$ cat config.mk
export PLATFORM = sky130hd
export DESIGN_NAME = acc_alu_unit
export DESIGN_NICKNAME = d
export VERILOG_FILES = /design/src/rtl/acc_alu_pkg.sv /design/src/rtl/alu_arith.sv /design/src/rtl/alu_bitops.sv /design/src/rtl/alu_decadj.sv /design/src/rtl/acc_alu_unit.sv
export SDC_FILE = /design/constraint.sdc
export NUM_CORES = 1
export LEC_CHECK = 0
export ABC_AREA = 1
export BUFFER_PORTS_ARGS = -buffer_cell sky130_fd_sc_hd__buf_2
export CAP_MARGIN = 20
export CORE_ASPECT_RATIO = 0.8
export CORE_MARGIN = 8
export CORE_UTILIZATION = 59
export CTS_CLUSTER_SIZE = 24
export DETAILED_ROUTE_END_ITERATION = 8
export PLACE_DENSITY = 0.82
export SYNTH_ARGS = -nofsm -noshare
export SYNTH_HDL_FRONTEND = slang
export SYNTH_SLANG_ARGS = --single-unit
$ cat constraint.sdc
create_clock -name clk -period 3.35 [get_ports clk]
set_clock_uncertainty 0.05 [all_clocks]
set_input_delay 0.1675 -clock clk [delete_from_list [all_inputs] [get_ports clk]]
set_output_delay 0.1675 -clock clk [all_outputs]
set_load 0.05 [all_outputs]
$ cat src/rtl/acc_alu_pkg.sv
package acc_alu_pkg;

  localparam int BYTE_W = 8;
  localparam int NIB_W  = 4;

  typedef enum logic [3:0] {
    OP_ADD  = 4'd0,
    OP_ADDC = 4'd1,
    OP_SUBB = 4'd2,
    OP_AND  = 4'd3,
    OP_OR   = 4'd4,
    OP_XOR  = 4'd5,
    OP_CPL  = 4'd6,
    OP_RR   = 4'd7,
    OP_RL   = 4'd8,
    OP_RRC  = 4'd9,
    OP_RLC  = 4'd10,
    OP_SWAP = 4'd11,
    OP_DA   = 4'd12,
    OP_INC  = 4'd13,
    OP_DEC  = 4'd14,
    OP_PASS = 4'd15
  } alu_op_e;

  typedef struct packed {
    logic cy;
    logic ac;
    logic ov;
  } flag_t;

endpackage

$ cat src/rtl/alu_arith.sv
module alu_arith #(
  parameter int DATA_W = 8,
  parameter int NIB_W  = 4
) (
  input  logic [DATA_W-1:0] a,
  input  logic [DATA_W-1:0] b,
  input  logic              cin,
  input  logic              sub,
  output logic [DATA_W-1:0] sum,
  output logic              cy,
  output logic              ac,
  output logic              ov
);

  localparam int LOW_W = DATA_W - 1;

  logic [DATA_W-1:0] b_eff;
  logic              c_eff;
  logic [NIB_W:0]    nib_sum;
  logic [LOW_W:0]    low_sum;
  logic [DATA_W:0]   full_sum;

  // Subtraction reuses the adder: a - b - c == a + ~b + (1 - c)
  assign b_eff = sub ? ~b : b;
  assign c_eff = sub ? ~cin : cin;

  assign nib_sum  = {1'b0, a[NIB_W-1:0]} + {1'b0, b_eff[NIB_W-1:0]}
                  + {{NIB_W{1'b0}}, c_eff};
  assign low_sum  = {1'b0, a[LOW_W-1:0]} + {1'b0, b_eff[LOW_W-1:0]}
                  + {{LOW_W{1'b0}}, c_eff};
  assign full_sum = {1'b0, a} + {1'b0, b_eff} + {{DATA_W{1'b0}}, c_eff};

  assign sum = full_sum[DATA_W-1:0];
  // A borrow is the inverse of the adder carry
  assign cy  = sub ? ~full_sum[DATA_W] : full_sum[DATA_W];
  assign ac  = sub ? ~nib_sum[NIB_W]   : nib_sum[NIB_W];
  // Inversion on both sides cancels in the XOR
  assign ov  = low_sum[LOW_W] ^ full_sum[DATA_W];

endmodule

$ cat src/rtl/alu_bitops.sv
module alu_bitops import acc_alu_pkg::*; #(
  parameter int DATA_W = 8,
  parameter int NIB_W  = 4
) (
  input  logic [DATA_W-1:0] a,
  input  logic [DATA_W-1:0] b,
  input  logic              cin,
  input  alu_op_e           op,
  output logic [DATA_W-1:0] res,
  output logic              cy
);

  logic [DATA_W-1:0] swapped;

  // Exchange the upper and lower halves, one nibble lane at a time
  for (genvar g = 0; g < NIB_W; g++) begin : g_swap
    assign swapped[g]         = a[g + NIB_W];
    assign swapped[g + NIB_W] = a[g];
  end

  always_comb begin
    res = a;
    cy  = cin;
    case (op)
      OP_AND:  res = a & b;
      OP_OR:   res = a | b;
      OP_XOR:  res = a ^ b;
      OP_CPL:  res = ~a;
      OP_RR:   res = {a[0], a[DATA_W-1:1]};
      OP_RL:   res = {a[DATA_W-2:0], a[DATA_W-1]};
      OP_RRC: begin
        res = {cin, a[DATA_W-1:1]};
        cy  = a[0];
      end
      OP_RLC: begin
        res = {a[DATA_W-2:0], cin};
        cy  = a[DATA_W-1];
      end
      OP_SWAP: res = swapped;
      OP_INC:  res = a + DATA_W'(1);
      OP_DEC:  res = a - DATA_W'(1);
      default: res = a;
    endcase
  end

endmodule

$ cat src/rtl/alu_decadj.sv
module alu_decadj #(
  parameter int DATA_W = 8,
  parameter int NIB_W  = 4
) (
  input  logic [DATA_W-1:0] a,
  input  logic              cy_in,
  input  logic              ac_in,
  output logic [DATA_W-1:0] res,
  output logic              cy_out
);

  localparam logic [NIB_W-1:0] DIGIT_MAX = NIB_W'(9);
  localparam logic [DATA_W:0]  LO_STEP   = (DATA_W+1)'(6);
  localparam logic [DATA_W:0]  HI_STEP   = (DATA_W+1)'(6) << NIB_W;

  logic            lo_fix;
  logic            hi_fix;
  logic [DATA_W:0] step1;
  logic [DATA_W:0] step2;

  assign lo_fix = (a[NIB_W-1:0] > DIGIT_MAX) | ac_in;
  assign step1  = {1'b0, a} + (lo_fix ? LO_STEP : '0);
  assign hi_fix = (step1[DATA_W-1:NIB_W] > DIGIT_MAX) | cy_in | step1[DATA_W];
  assign step2  = {1'b0, step1[DATA_W-1:0]} + (hi_fix ? HI_STEP : '0);

  assign res    = step2[DATA_W-1:0];
  assign cy_out = cy_in | step1[DATA_W] | step2[DATA_W];

endmodule

$ cat src/rtl/acc_alu_unit.sv
module acc_alu_unit import acc_alu_pkg::*; #(
  parameter int DATA_W = BYTE_W,
  parameter int HALF_W = DATA_W / 2
) (
  input  logic              clk,
  input  logic              rst_n,
  input  logic              exec_en,
  input  logic [3:0]        op_sel,
  input  logic [DATA_W-1:0] acc_in,
  input  logic [DATA_W-1:0] src_in,
  output logic [DATA_W-1:0] result,
  output logic              cy_flag,
  output logic              ac_flag,
  output logic              ov_flag
);

  alu_op_e           op;
  flag_t             flags_q;
  flag_t             flags_d;
  logic              is_sub;
  logic              arith_cin;
  logic [DATA_W-1:0] arith_res;
  logic              arith_cy;
  logic              arith_ac;
  logic              arith_ov;
  logic [DATA_W-1:0] bit_res;
  logic              bit_cy;
  logic [DATA_W-1:0] da_res;
  logic              da_cy;

  assign op        = alu_op_e'(op_sel);
  assign is_sub    = (op == OP_SUBB);
  assign arith_cin = (op == OP_ADD) ? 1'b0 : flags_q.cy;

  alu_arith #(.DATA_W(DATA_W), .NIB_W(HALF_W)) u_arith (
    .a   (acc_in),
    .b   (src_in),
    .cin (arith_cin),
    .sub (is_sub),
    .sum (arith_res),
    .cy  (arith_cy),
    .ac  (arith_ac),
    .ov  (arith_ov)
  );

  alu_bitops #(.DATA_W(DATA_W), .NIB_W(HALF_W)) u_bitops (
    .a   (acc_in),
    .b   (src_in),
    .cin (flags_q.cy),
    .op  (op),
    .res (bit_res),
    .cy  (bit_cy)
  );

  alu_decadj #(.DATA_W(DATA_W), .NIB_W(HALF_W)) u_decadj (
    .a      (acc_in),
    .cy_in  (flags_q.cy),
    .ac_in  (flags_q.ac),
    .res    (da_res),
    .cy_out (da_cy)
  );

  // Result select and next-flag select
  always_comb begin
    result  = bit_res;
    flags_d = flags_q;
    case (op)
      OP_ADD, OP_ADDC, OP_SUBB: begin
        result     = arith_res;
        flags_d.cy = arith_cy;
        flags_d.ac = arith_ac;
        flags_d.ov = arith_ov;
      end
      OP_DA: begin
        result     = da_res;
        flags_d.cy = da_cy;
      end
      OP_RRC, OP_RLC: begin
        flags_d.cy = bit_cy;
      end
      default: begin
        result = bit_res;
      end
    endcase
  end

  always_ff @(posedge clk) begin
    if (!rst_n) begin
      flags_q <= '0;
    end else if (exec_en) begin
      flags_q <= flags_d;
    end
  end

  assign cy_flag = flags_q.cy;
  assign ac_flag = flags_q.ac;
  assign ov_flag = flags_q.ov;

  AST_IDLE_HOLDS_FLAGS: assert property (@(posedge clk) disable iff (!rst_n)
    !exec_en |=> $stable(flags_q));

  AST_INCDEC_KEEP_FLAGS: assert property (@(posedge clk) disable iff (!rst_n)
    exec_en && (op == OP_INC || op == OP_DEC) |=> $stable(flags_q));

  AST_LOGIC_KEEP_FLAGS: assert property (@(posedge clk) disable iff (!rst_n)
    exec_en && (op inside {OP_AND, OP_OR, OP_XOR, OP_CPL, OP_RR, OP_RL, OP_SWAP, OP_PASS})
    |=> $stable(flags_q));

  AST_DA_CARRY_STICKY: assert property (@(posedge clk) disable iff (!rst_n)
    exec_en && op == OP_DA && flags_q.cy |=> flags_q.cy);

  AST_RRC_LSB_TO_CY: assert property (@(posedge clk) disable iff (!rst_n)
    exec_en && op == OP_RRC |=> flags_q.cy == $past(acc_in[0]));

  AST_RLC_MSB_TO_CY: assert property (@(posedge clk) disable iff (!rst_n)
    exec_en && op == OP_RLC |=> flags_q.cy == $past(acc_in[DATA_W-1]));

  AST_ADD_MIXED_SIGN_NO_OV: assert property (@(posedge clk) disable iff (!rst_n)
    exec_en && (op == OP_ADD || op == OP_ADDC) && (acc_in[DATA_W-1] != src_in[DATA_W-1])
    |=> !flags_q.ov);

endmodule

==> impl_metrics.py, run 1 <==
metrics = {
    "final_layout": {
        "seqCellArea_um2": 61.3,
        "nFillCells": 368,
        "area_delta_synth_final_pct": 12.8,
        "drive_above_1_share_pct": 19.2,
        "multiInputGateArea_um2": 1890,
        "fin_nets": 467,
        "mostFrequentLayoutCells": "nand2_1, inv_1, ha_1",
        "n_antenna_cell": 0,
        "mostFrequentLayoutCell": "nand2_1",
    },
    "grt": {
        "grt_max_degree": 13,
        "antenna_found_initial": 0,
        "grt_pass1_vias": 2507,
        "grt_overflow": 0,
        "grtUsageTotal_pct": 22.7,
        "grt_pass1_wl_um": 11400,
    },
    "clock_network": {
        "cts_tree": "built",
        "cts_sinks": 3,
        "clk_path_buf_depth": 2,
        "ctsRootBufferMaster": "clkbuf_8",
        "post-cts-setup-buffer-count": 0,
        "hold_buffers": 0,
        "htreeDepth": 1,
        "path_clk_slew_ps": 30,
        "cts_resized": 0,
        "insertion_delay_ps": 210,
        "numCtsBuffers": 3,
    },
    "flow_run": {
        "max_cap_viol_count": 0,
    },
    "synth": {
        "syn_inst": 367,
        "yosysTopAreaCellShare_pct": 18.6,
        "ys_warn_count": 0,
        "ys_types": 39,
        "synth_nets": 427,
        "mappedNetlistArea_um2": 2220,
        "yosysSeqAreaShare_pct": 2.70,
        "yosysTopAreaCell": "ha_1",
        "synth_area_per_cell_um2": 6.06,
        "ys_top_cells_by_area": "ha_1, nand2_1, inv_1",
        "ys_ff_latch": 3,
    },
    "timing": {
        "fin_tns_setup_ps": 0,
        "hold_slack_ps": 265,
        "layout_min_cycle_time_ps": 3110,
        "layout_setup_ws_ps": 239,
        "period_share_pct": 92.9,
        "tightest_slew_ps": 395,
        "setup_viol": 0,
        "slew_viol_final": 0,
        "maxSlewHeadroom_pct": 73.5,
        "rsz0062_at_grt": "false",
        "fmax_mhz": 321,
        "hold_viol_final": 0,
    },
    "critical_path": {
        "worstSetupPathType": "reg2out",
        "r2r_end": "ov_flag",
        "cp-startpoint": "ac_flag",
        "rr_worst_depth": 12,
        "critPathArrivalTime_ps": 2890,
        "r2r_setup_slack_ps": 850,
        "max_stage_delay_ps": 390,
        "end_kind": "output port",
        "startpoint_type": "flop",
        "r2r-start": "cy_flag",
        "crit_required_ps": 3130,
        "crit_fanout": 5,
        "path_cells": "inv_1, nand2_1, ha_1, fa_2, nand3_2, nor2_4, xor2_4, o21ai_2, nand2_1, ha_1, ha_1, o21ai_0, nand3_1, nand2_1, clkbuf_4",
        "critPathSlowestCell": "fa_2",
    },
    "place": {
        "hpwl_um": 5490,
        "io_buffers": 33,
        "gp_congestion": 0.968,
        "dp_slack_ps": 270,
    },
    "worst_hold_path": {
        "hold_path_depth": 5,
        "hold_end": "cy_flag",
        "hold_path.startpoint": "exec_en",
        "hp-class": "in2reg",
    },
    "floorplanning": {
        "die_y_um": 70.9,
        "start_util_pct": 60.0,
        "rows": 20,
        "dieArea_um2": 6000,
        "io-pin-count": 34,
        "die_w_um": 84.6,
        "core_um2": 3700,
    },
    "drt": {
        "route.met3.wl_um": 594,
        "vias_per_cell": 5.65,
        "maxUsedRoutingLayer": "met4",
        "totalWireLength_um": 6650,
        "via_count": 2542,
        "drc": 0,
        "post_drt_wl_per_cell_um": 14.8,
        "wl_met2_um": 2820,
        "m1WireLength_um": 3110,
        "postRouteAntennaNets": 0,
        "drtPass1Iterations": 4,
        "drt_iter0_markers": 186,
    },
    "status": {
        "status": "completed",
    },
    "pwr": {
        "p_leak_nw": 1.40,
        "peakVddDrop_v": 0.000201,
        "power_mw": 0.566,
        "p_per_area_nw_per_um2": 225,
    },
}
kinds of logic after synthesis:
group	synth area share (%)
and+or+nand+nor	34.1
AOI/OAI and AO/OA	21.7
DFF	2.70
buffers and inverters	12.6
xor gates and xnor gates	6.75
adders and majority gates	22.2
routing by layer:
layer | vias up | track usage [%]
met2 | 98 | 36.7
li1 | 1300 | -
met4 | 0 | 5.51
met1 | 1132 | 29.8
met3 | 12 | 4.86
met5 | - | 0
registers in the layout (all words and copies together), names as in the netlist:
name,count
cy_flag,1
ov_flag,1
ac_flag,1
worst max-delay path by stage:
| stage | end | slack, ps |
|---|---|---|
| floorplan | result[6] | 150 |
| global placement | result[7] | 360 |
| detailed placement | result[7] | 270 |
| CTS | result[7] | 130 |
| global route | result[7] | 70 |
| finish | result[7] | 240 |
per-stage QoR:
stage               area (µm²)  instances  utilization [%]
floorplan                 2220        367                -
global placement          2460        446             66.4
detailed placement        2460        446             66.4
CTS                       2500        450             67.6
global route              2510        450             67.7
finish                    2510        450             67.7
worst max-delay path: cells and delay by family, from the launching register on:
kind                     cells  cell delay [ps]
flip-flops                   1              310
AND/OR/NAND/NOR              6              580
AO/OA/AOI/OAI                2              260
XOR/XNOR                     1              160
buffers and inverters        2              340
adder cells (fa/ha/maj)      4             1020
power breakdown:
part	internal [mW]	switching, mW	total, mW
registers	0.0384	0.00152	0.0399
logic	0.135	0.289	0.424
clock network	0.0809	0.0211	0.102
synthesized netlist by cell type, drive strengths merged:
| cell | count |
|---|---|
| o2111ai | 4 |
| fa | 4 |
| a22o | 1 |
| o221ai | 1 |
| clkinv | 1 |
| or2 | 4 |
| nor2 | 27 |
| nand3 | 25 |
| inv | 66 |
| nand3b | 2 |
| o211ai | 5 |
| dfxtp | 3 |
| a21oi | 27 |
| a221oi | 5 |
| o22ai | 5 |
| a211oi | 2 |
| a31oi | 2 |
| a21o | 2 |
| o21a | 1 |
| o21ai | 24 |
| nand4 | 5 |
| buf | 3 |
| nand2 | 96 |
| nor3 | 4 |
| ha | 33 |
| xor2 | 15 |
cell type report:
cell class,count,area share [%]
clock buffers,4,1.80
flip-flops and latches,3,2.44
inverters,67,10.2
multi-input cells,294,75.2
repair buffers,38,8.18
well taps,44,2.19
No activity file was read; power rests on OpenSTA's default activity.
==> inputs of run 2 (changes only) <==
--- a/config.mk
+++ b/config.mk
@@ -14,6 +14,7 @@
 export CTS_CLUSTER_SIZE = 24
 export DETAILED_ROUTE_END_ITERATION = 8
 export PLACE_DENSITY = 0.82
+export SETUP_SLACK_MARGIN = 0.4
 export SYNTH_ARGS = -nofsm -noshare
 export SYNTH_HDL_FRONTEND = slang
 export SYNTH_SLANG_ARGS = --single-unit
==> run 2 against run 1 <==
Register-to-register slack better by 100 ps. Wire length grew 10%. Flip-flop and latch count unchanged. Final area rose by 5.7%. Critical path depth rose by 2. Via count up 8.2%. Power grew 8.4%. Sequential share of layout area about the same. Hold slack better by 20 ps. Clock-buffer cell count unchanged.
==> impl_metrics.py, run 2 (same netlist as run 1, synthesis figures left out) <==
metrics = {
    "floorplanning": {
        "io-pin-count": 34,
        "die_y_um": 70.9,
        "rows": 20,
        "start_util_pct": 60.0,
        "die_w_um": 84.6,
        "core_um2": 3700,
        "dieArea_um2": 6000,
    },
    "status": {
        "status": "completed",
    },
    "final_layout": {
        "design_area_um2": 2650,
        "multiInputGateArea_um2": 1970,
        "n_antenna_cell": 0,
        "mostFrequentLayoutCell": "nand2_1",
        "drive_above_1_share_pct": 24.8,
        "nFillCells": 318,
        "area_delta_synth_final_pct": 19.2,
        "seqCellArea_um2": 65.1,
        "fin_nets": 472,
        "mostFrequentLayoutCells": "nand2_1, inv_1, ha_1",
    },
    "critical_path": {
        "path_cells": "inv_4, nand2_4, ha_4, fa_2, nand3_4, nor2_4, xor2_4, o21ai_2, nand2_1, nand2_1, nand2_1, inv_1, ha_1, nand3b_1, nand3_1, nand2_1, buf_6",
        "rr_worst_depth": 14,
        "end_kind": "output port",
        "r2r_setup_slack_ps": 950,
        "r2r_end": "ov_flag",
        "crit_fanout": 3,
        "worstSetupPathType": "reg2out",
        "max_stage_delay_ps": 380,
        "startpoint_type": "flop",
        "r2r-start": "cy_flag",
        "critPathSlowestCell": "fa_2",
        "cpMostUsedCell": "nand2_1",
        "crit_required_ps": 3130,
        "critPathArrivalTime_ps": 2680,
    },
    "grt": {
        "grt_overflow": 0,
        "grt_max_degree": 13,
        "grt_pass1_wl_um": 12000,
        "grtUsageTotal_pct": 23.6,
        "antenna_found_initial": 0,
        "grt_pass1_vias": 2546,
    },
    "drt": {
        "drc": 0,
        "via_count": 2750,
        "postRouteAntennaNets": 0,
        "vias_per_cell": 6.04,
        "post_drt_wl_per_cell_um": 16.1,
        "totalWireLength_um": 7350,
        "drt_iter0_markers": 377,
        "drtPass1Iterations": 5,
    },
    "place": {
        "io_buffers": 33,
        "dp_slack_ps": 145,
        "postPlaceCellArea_um2": 2460,
        "gp_congestion": 0.958,
        "hpwl_um": 5610,
    },
    "timing": {
        "setup_viol": 0,
        "hold_viol_final": 0,
        "layout_setup_ws_ps": 452,
        "layout_min_cycle_time_ps": 2900,
        "rsz0062_at_grt": "false",
        "slew_viol_final": 0,
        "period_share_pct": 86.5,
        "fin_tns_setup_ps": 0,
        "tightest_slew_ps": 393,
        "maxSlewHeadroom_pct": 73.7,
        "fmax_mhz": 345,
    },
    "pwr": {
        "p_int_mw": 0.274,
        "pwr-share-seq_pct": 6.6,
        "p_sw_share_pct": 55.3,
        "p_sw_mw": 0.339,
        "peakVddDrop_v": 0.000205,
        "p_clk_share_pct": 17.5,
        "p_leak_nw": 1.44,
        "power_mw": 0.613,
        "p_per_area_nw_per_um2": 231,
        "share_comb_of_total_power_pct": 75.9,
    },
    "clock_network": {
        "clk_path_buf_depth": 2,
        "numCtsBuffers": 3,
        "htreeDepth": 1,
        "path_clk_slew_ps": 40,
        "ctsRootBufferMaster": "clkbuf_8",
        "cts_sinks": 3,
        "insertion_delay_ps": 210,
        "cts_tree": "built",
    },
    "flow_run": {
        "max_cap_viol_count": 0,
    },
    "worst_hold_path": {
        "hold_end": "cy_flag",
        "hold_path_depth": 5,
        "hold_path.startpoint": "exec_en",
        "hp-class": "in2reg",
    },
}
## run 2: changes by cell type in the layout (fill, tap and decap cells not counted), sizes merged
cell	previous run	this run
buf	37	43
clkbuf	5	4
## run 2: how the worst max path moves through the flow
stage	endpoint	start	slack (ps)
CTS	result[7]	ac_flag	410
global route	result[7]	ac_flag	330
detailed placement	result[7]	acc_in[2]	150
global placement	result[7]	acc_in[2]	140
floorplan	result[6]	op_sel[2]	370
finish	result[7]	ac_flag	450
## run 2: power by group through the flow
stage	Combinational, mW	Clock [mW]	Sequential, mW
final	0.465	0.107	0.0402
after global routing	0.506	0.110	0.0404
after floorplan	0.300	0	0.0476
after global placement	0.413	0	0.0402
after detailed placement	0.418	0	0.0402
after CTS	0.430	0.107	0.0399
## run 2: metal layers
layer	vias up	global-route usage [%]	wire, µm
met5	-	0	0
met4	0	3.54	113
met3	14	4.05	667
met2	181	37.6	3240
met1	1245	32.8	3320
li1	1310	-	-
## run 2: critical path: cells and delay by family, from the launching register on
family	cells	cell delay, ps
flops	1	330
buf+inv	3	300
compound gates	1	80
simple gates	9	830
xor+xnor	1	140
fa+ha+maj	3	770
## run 2: final cells by class
cell class                      count  area share [%]
Multi-Input combinational cell    294            74.3
Tap cell                           44            2.08
Timing Repair Buffer               43            9.67
Sequential cell                     3            2.45
Clock buffer                        4            1.70
Inverter                           67            9.77
## run 2: stage by stage
| step | hold WS, ps | utilization (%) | instances |
|---|---|---|---|
| global placement | 476 | 66.5 | 444 |
| finish | 285 | 71.6 | 455 |
| detailed placement | 480 | 66.5 | 444 |
| floorplan | 328 | - | 367 |
| global route | 312 | 71.6 | 455 |
| CTS | 280 | 68.6 | 450 |
## run 2: repair_timing
item / in CTS / in global routing
setup endpoints to repair: 3 / 3
gates resized for setup: 8 / 20
buffers inserted: 2 / 5
endpoints found under the hold margin: 0 / 0
pin swaps: 1 / 10
hold buffers: 0 / 0
